--- src/rtl/tpk_pkg.sv ---
package tpk_pkg;
  typedef enum logic [1:0] {WM_4 = 2'd0, WM_8 = 2'd1, WM_16 = 2'd2, WM_RSVD = 2'd3} width_mode_e;
  typedef enum logic [1:0] {PM_NORMAL = 2'd0, PM_DEMUX = 2'd1, PM_MUX = 2'd2, PM_RSVD = 2'd3} port_mode_e;

  function automatic logic [5:0] slot_bits(width_mode_e m);
    case (m)
      WM_4:    return 6'd8;
      WM_8:    return 6'd12;
      default: return 6'd20;
    endcase
  endfunction

  function automatic logic [1:0] slot_count(width_mode_e m);
    case (m)
      WM_4:    return 2'd3;
      WM_8:    return 2'd2;
      default: return 2'd1;
    endcase
  endfunction
endpackage

--- src/rtl/tpk_slot_encoder.sv ---
module tpk_slot_encoder
  import tpk_pkg::*;
#(
  parameter int unsigned ST_W      = 3,
  parameter int unsigned PKT_W     = 16,
  parameter logic [2:0]  TRIG_CODE = 3'b111,
  localparam int unsigned SLOT_W   = ST_W + PKT_W + 1
) (
  input  width_mode_e        mode_i,
  input  logic [ST_W-1:0]    st_i,
  input  logic [PKT_W-1:0]   pkt_i,
  input  logic               sync_i,
  input  logic               trig_i,
  output logic [SLOT_W-1:0]  slot_o
);
  logic [ST_W-1:0]  st_eff;
  logic [PKT_W-1:0] pkt_eff;

  // trigger: marker code in status field, real status moves into packet low bits
  always_comb begin
    pkt_eff = pkt_i;
    st_eff  = st_i;
    if (trig_i) begin
      pkt_eff[ST_W-1:0] = st_i;
      st_eff            = TRIG_CODE[ST_W-1:0];
    end
  end

  always_comb begin
    slot_o = '0;
    slot_o[ST_W-1:0] = st_eff;
    case (mode_i)
      WM_4: begin
        slot_o[ST_W +: 4] = pkt_eff[3:0];
        slot_o[ST_W + 4]  = sync_i;
      end
      WM_8: begin
        slot_o[ST_W +: 8] = pkt_eff[7:0];
        slot_o[ST_W + 8]  = sync_i;
      end
      default: begin
        slot_o[ST_W +: PKT_W] = pkt_eff;
        slot_o[ST_W + PKT_W]  = sync_i;
      end
    endcase
  end
endmodule

--- src/rtl/tpk_cfg_ctrl.sv ---
module tpk_cfg_ctrl
  import tpk_pkg::*;
(
  input  logic        clk_i,
  input  logic        rst_ni,
  input  logic        enable_i,
  input  logic        empty_i,
  input  logic [1:0]  width_i,
  input  logic [1:0]  port_i,
  output width_mode_e mode_o,
  output logic        err_o
);
  width_mode_e mode_q;
  logic        err_q;
  logic        legal;
  width_mode_e w_in;
  port_mode_e  p_in;

  assign w_in  = width_mode_e'(width_i);
  assign p_in  = port_mode_e'(port_i);
  assign legal = (w_in != WM_RSVD) &&
                 ((p_in == PM_NORMAL) || ((p_in == PM_DEMUX) && (w_in == WM_8)));

  always_ff @(posedge clk_i or negedge rst_ni) begin
    if (!rst_ni) begin
      mode_q <= WM_4;
      err_q  <= 1'b0;
    end else if (!enable_i && empty_i) begin
      mode_q <= w_in;
      err_q  <= !legal;
    end
  end

  assign mode_o = mode_q;
  assign err_o  = err_q;

  p_cfg_hold_r9: assert property (@(posedge clk_i) disable iff (!rst_ni)
    enable_i |=> ($stable(mode_q) && $stable(err_q)));
endmodule

--- src/rtl/tpk_assembler.sv ---
module tpk_assembler
  import tpk_pkg::*;
#(
  parameter int unsigned WORD_W = 32,
  parameter int unsigned SLOT_W = 20
) (
  input  logic              clk_i,
  input  logic              rst_ni,
  input  width_mode_e       mode_i,
  input  logic              err_i,
  input  logic              enable_i,
  input  logic              sample_valid_i,
  input  logic [SLOT_W-1:0] slot_i,
  output logic [WORD_W-1:0] word_o,
  output logic              word_valid_o,
  output logic              empty_o
);
  logic [1:0]        count_q;
  logic [WORD_W-1:0] acc_q;
  logic [WORD_W-1:0] word_q;
  logic              valid_q;
  logic [5:0]        shift;
  logic [WORD_W-1:0] merged;
  logic              accept;
  logic              last;

  assign accept = enable_i && sample_valid_i && !err_i;
  assign shift  = 6'(count_q) * slot_bits(mode_i);
  assign merged = acc_q | (WORD_W'(slot_i) << shift);
  assign last   = (count_q == slot_count(mode_i) - 2'd1);

  always_ff @(posedge clk_i or negedge rst_ni) begin
    if (!rst_ni) begin
      count_q <= '0;
      acc_q   <= '0;
      word_q  <= '0;
      valid_q <= 1'b0;
    end else begin
      valid_q <= 1'b0;
      if (accept) begin
        if (last) begin
          word_q  <= merged;
          valid_q <= 1'b1;
          acc_q   <= '0;
          count_q <= '0;
        end else begin
          acc_q   <= merged;
          count_q <= count_q + 2'd1;
        end
      end else if (!enable_i && count_q != 2'd0) begin
        word_q  <= acc_q;
        valid_q <= 1'b1;
        acc_q   <= '0;
        count_q <= '0;
      end
    end
  end

  assign word_o       = word_q;
  assign word_valid_o = valid_q;
  assign empty_o      = (count_q == 2'd0);

  p_upper_zero_r4: assert property (@(posedge clk_i) disable iff (!rst_ni)
    word_valid_o |-> (word_o[WORD_W-1:24] == '0));
  p_flush_empty_r8: assert property (@(posedge clk_i) disable iff (!rst_ni)
    (!enable_i && !empty_o) |=> (empty_o && word_valid_o));
  p_err_blocks_r10: assert property (@(posedge clk_i) disable iff (!rst_ni)
    (err_i && enable_i) |=> !word_valid_o);
  p_count_bound_r7: assert property (@(posedge clk_i) disable iff (!rst_ni)
    count_q < slot_count(mode_i));
endmodule

--- src/rtl/trace_word_packer.sv ---
module trace_word_packer
  import tpk_pkg::*;
#(
  parameter int unsigned WORD_W    = 32,
  parameter int unsigned ST_W      = 3,
  parameter int unsigned PKT_W     = 16,
  parameter logic [2:0]  TRIG_CODE = 3'b111,
  localparam int unsigned SLOT_W   = ST_W + PKT_W + 1
) (
  input  logic              clk_i,
  input  logic              rst_ni,
  input  logic              enable_i,
  input  logic [1:0]        width_mode_i,
  input  logic [1:0]        port_mode_i,
  input  logic              sample_valid_i,
  input  logic [ST_W-1:0]   pipestat_i,
  input  logic [PKT_W-1:0]  packet_i,
  input  logic              sync_i,
  input  logic              trigger_i,
  output logic [WORD_W-1:0] word_o,
  output logic              word_valid_o,
  output logic              fmt_empty_o,
  output logic              cfg_err_o
);
  width_mode_e       mode;
  logic              err;
  logic              empty;
  logic [SLOT_W-1:0] slot;

  tpk_cfg_ctrl u_cfg (
    .clk_i    (clk_i),
    .rst_ni   (rst_ni),
    .enable_i (enable_i),
    .empty_i  (empty),
    .width_i  (width_mode_i),
    .port_i   (port_mode_i),
    .mode_o   (mode),
    .err_o    (err)
  );

  tpk_slot_encoder #(
    .ST_W      (ST_W),
    .PKT_W     (PKT_W),
    .TRIG_CODE (TRIG_CODE)
  ) u_enc (
    .mode_i (mode),
    .st_i   (pipestat_i),
    .pkt_i  (packet_i),
    .sync_i (sync_i),
    .trig_i (trigger_i),
    .slot_o (slot)
  );

  tpk_assembler #(
    .WORD_W (WORD_W),
    .SLOT_W (SLOT_W)
  ) u_asm (
    .clk_i          (clk_i),
    .rst_ni         (rst_ni),
    .mode_i         (mode),
    .err_i          (err),
    .enable_i       (enable_i),
    .sample_valid_i (sample_valid_i),
    .slot_i         (slot),
    .word_o         (word_o),
    .word_valid_o   (word_valid_o),
    .empty_o        (empty)
  );

  assign fmt_empty_o = empty;
  assign cfg_err_o   = err;
endmodule

--- config.mk ---
export PLATFORM = sky130hd
export DESIGN_NAME = trace_word_packer
export DESIGN_NICKNAME = d
export VERILOG_FILES = /design/src/rtl/tpk_pkg.sv /design/src/rtl/tpk_slot_encoder.sv /design/src/rtl/tpk_cfg_ctrl.sv /design/src/rtl/tpk_assembler.sv /design/src/rtl/trace_word_packer.sv
export SDC_FILE = /design/constraint.sdc
export NUM_CORES = 1
export LEC_CHECK = 0
export ABC_AREA = 1
export BUFFER_PORTS_ARGS = -buffer_cell sky130_fd_sc_hd__buf_2
export CAP_MARGIN = 20
export CORE_ASPECT_RATIO = 2
export CORE_MARGIN = 3
export CORE_UTILIZATION = 46
export CTS_BUF_LIST = sky130_fd_sc_hd__clkbuf_2 sky130_fd_sc_hd__clkbuf_4 sky130_fd_sc_hd__clkbuf_8
export CTS_CLUSTER_SIZE = 30
export DETAILED_ROUTE_END_ITERATION = 12
export GPL_TIMING_DRIVEN = 0
export HOLD_SLACK_MARGIN = 0.06
export MAX_ROUTING_LAYER = met4
export PLACE_DENSITY = 0.7
export SYNTH_ARGS = -nofsm -noshare
export SYNTH_HDL_FRONTEND = slang
export SYNTH_SLANG_ARGS = --single-unit
export TNS_END_PERCENT = 10
--- constraint.sdc ---
create_clock -name clk_i -period 4.83 [get_ports clk_i]
set_input_delay 0.966 -clock clk_i [delete_from_list [all_inputs] [get_ports clk_i]]
set_output_delay 0.966 -clock clk_i [all_outputs]
set_load 0.005 [all_outputs]
==> results_dict.tcl <==
set metrics [dict create \
    min_period_over_period 0.5670 \
    r2r_slack_ns 2.09 \
    drc_errors 0 \
    path_cells "buf_4 -> nand2_1 -> o21ai_0 -> ha_1 -> buf_4 -> clkinv_1 -> nor2_1 -> nand3_1 -> nand3_1 -> nand2_1 -> nand2_1" \
    status "finished clean" \
    syn_inst 547 \
    clkSlewWorstSetupHoldPaths_ns 0.08 \
    setup_viol 0 \
    grt_max_degree 71 \
    antenna_cells 0 \
    syn_avg_cell_area_sq_um 7.022 \
    cts_sinks 70 \
    whs_path_depth 2 \
    worst_pin_slew_ns 0.8809 \
    cts_made_buffers 9 \
    yosys_warnings 0 \
    wl_per_cell_microns 15.56 \
    synth-seq-area-share 0.4560 \
    slew_headroom 0.4127 \
    design_area_sq_um 4447 \
    post_cts_buffers 0 \
    final-seq-area_sq_um 1752 \
    core_area_sq_um 8000 \
    num_rows 46 \
    ys_ff_latch 70 \
    finalHoldViolations 0 \
    cts_tree "yes" \
    end_kind "flip-flop" \
    synthFlopType "dfrtp_1" \
    die_area_sq_um 9549 \
    vias 3643 \
    holdPathEnd "u_asm.word_o[21]" \
    area_growth_pct 15.77 \
    critical_path_arrival_ns 3.04 \
    reg2reg_from "u_cfg.mode_o[1]" \
    start_kind "flip-flop" \
    htreeDepth 3 \
    synth_cell_type_count 25 \
    crit_top_cell "nand2_1" \
    placed_cell_area_sq_um 4274 \
    finalPower_mw 2.512 \
    start_util 0.4801 \
    slowest_stage "nor2_1" \
    pwr_density_cell_nw_per_um2 564.8 \
    async_flop_share 1.000 \
    synth.most_common_cell "nand2_1" \
    synth.top_cells.by_area "dfrtp_1, nand2_1, nand3_1" \
    via_per_inst 5.053 \
    setup_ws_ns 2.091 \
    die_w_microns 70.62 \
    drtPass1Iterations 7 \
    synth_area_sq_um 3841 \
    fin_setup_tns_ns 0 \
    multiInputGateArea_sq_um 1770 \
    cpPeakStageDelay_ns 0.52 \
    syn_nets 578 \
    hp-start "u_asm.word_o[21]" \
    drive_above_1_share 0.1728 \
    worstRegToRegCells 11 \
    first_global_vias 3673 \
    cap_violations 0 \
    clk_latency_ns 0.37 \
    boundaryPins 64 \
    hpwl_microns 8837 \
    fin_nets 651 \
    cts_hold_buf 0 \
    gp_congestion 0.9855 \
    rr_endpoint "u_asm.word_o[26]" \
    synth_edf_count 0 \
    vdd_drop_max_mv 0.2809 \
    dp_slack_ns 2.099 \
    antenna_found_initial 0 \
    leakage_nw 2.615 \
    grt_usage 0.2547 \
    drt_iter0_drc 193 \
    grt_pass1_wl_microns 18010 \
    fmax_mhz 365.2 \
    crit_type "reg2reg" \
    ant_nets 0 \
    portBuffers 62 \
    root_buffer "clkbuf_8" \
    holdWs_ns 0.4732 \
    synth.top_cells.by_count "nand2_1, dfrtp_1, inv_1" \
    grt_setup_unrepaired "false" \
    fillers 836 \
    critPathRequiredTime_ns 5.13 \
    worstHoldPathType "reg2reg" \
    ctsResizeCount 0 \
    finClkSkew_ns 0.01026 \
    wirelength_microns 11220 \
    clock_path_buffers 2 \
    die_h_microns 135.2 \
    slew_violations 0 \
    period_needed_ns 2.739 \
    grt-ovfl-total 0 \
    worst-path-max-fanout 10 \
    synth_area_leader_cell "dfrtp_1" \
    yosysTopAreaCellShare 0.4560 \
]
## worst max-delay path, delay by kind of cell (launching register included)
family	cells	cell delay, ns
buffers and inverters	3	0.69
DFF	1	0.45
adders and majority gates	1	0.29
AOI/OAI and AO/OA	1	0.11
and+or+nand+nor	6	1.11
## per-layer routing
| layer | global-route usage | vias to the layer above | wire (microns) |
|---|---|---|---|
| li1 | - | 1848 | - |
| met1 | 0.2582 | 1691 | 4229 |
| met2 | 0.4682 | 78 | 6218 |
| met3 | 0.04681 | 26 | 355 |
| met4 | 0.1119 | 0 | 418 |
| met5 | - | - | 0 |
## worst max-delay path by stage
stage | endpoint | cells after the start | from | slack (ns)
3_5_place_dp | u_asm.acc_q[26] | 12 | u_cfg.mode_o[1] | 2.10
5_1_grt | u_asm.acc_q[25] | 12 | u_cfg.mode_o[1] | 1.80
6_report | u_asm.word_o[26] | 11 | u_cfg.mode_o[1] | 2.09
2_1_floorplan | u_asm.word_o[24] | 11 | u_cfg.mode_o[1] | 2.68
3_3_place_gp | u_asm.word_o[25] | 11 | u_cfg.mode_o[1] | 2.08
4_1_cts | u_asm.acc_q[26] | 12 | u_cfg.mode_o[1] | 2.06
## flip-flops by register name, summed over array words and instances, names as in the netlist
name / count
u_cfg.mode_o: 2
u_asm.acc_q: 32
u_asm.word_valid_o: 1
u_asm.word_o: 32
u_cfg.err_o: 1
u_asm.count_q: 2
## where the power goes
part / internal [mW] / switching, mW / total [mW]
logic: 0.408 / 0.830 / 1.24
clock network: 0.187 / 0.245 / 0.431
registers: 0.761 / 0.0815 / 0.843
total: 1.36 / 1.16 / 2.51
## cells by family (layout without fill, tap and decap cells)
family | Yosys count | in the layout | synth area share
compound gates | 59 | 59 | 0.08371
flops | 70 | 70 | 0.4560
simple gates | 344 | 344 | 0.3707
fa+ha+maj | 2 | 2 | 0.006514
buf+inv | 72 | 150 | 0.08306
## cell type report
type | count | area share
Multi-Input combinational cell | 405 | 0.3981
Buffer | 20 | 0.02786
Clock buffer | 9 | 0.02786
Inverter | 52 | 0.04389
Tap cell | 96 | 0.02701
Sequential cell | 70 | 0.3939
Timing Repair Buffer | 62 | 0.07034
Clock inverter | 7 | 0.01097
## stage by stage
step,util,cells
final,0.5558,721
after global routing,0.5558,721
after CTS,0.5558,721
after detailed placement,0.5343,705
after global placement,0.5339,705
after floorplan,-,547
## cell usage in the layout (no fill, tap or decap)
master,instances
clkinv_1,1
buf_4,6
buf_6,3
nand2_2,4
a21oi_1,22
o21ai_0,15
nand2_4,1
o21ai_1,12
o21bai_1,9
clkinv_2,3
nand2_1,240
inv_2,5
or2_2,2
clkbuf_8,9
a32oi_1,1
and2_1,6
ha_1,2
nand3_1,40
clkinvlp_4,1
nor2_1,40
clkinv_4,2
inv_1,46
nor2_2,1
clkbuf_1,6
buf_2,67
nand4_1,5
nor2_4,3
nand3b_1,2
dfrtp_1,70
inv_6,1
Power figures use the tool's default switching activity.
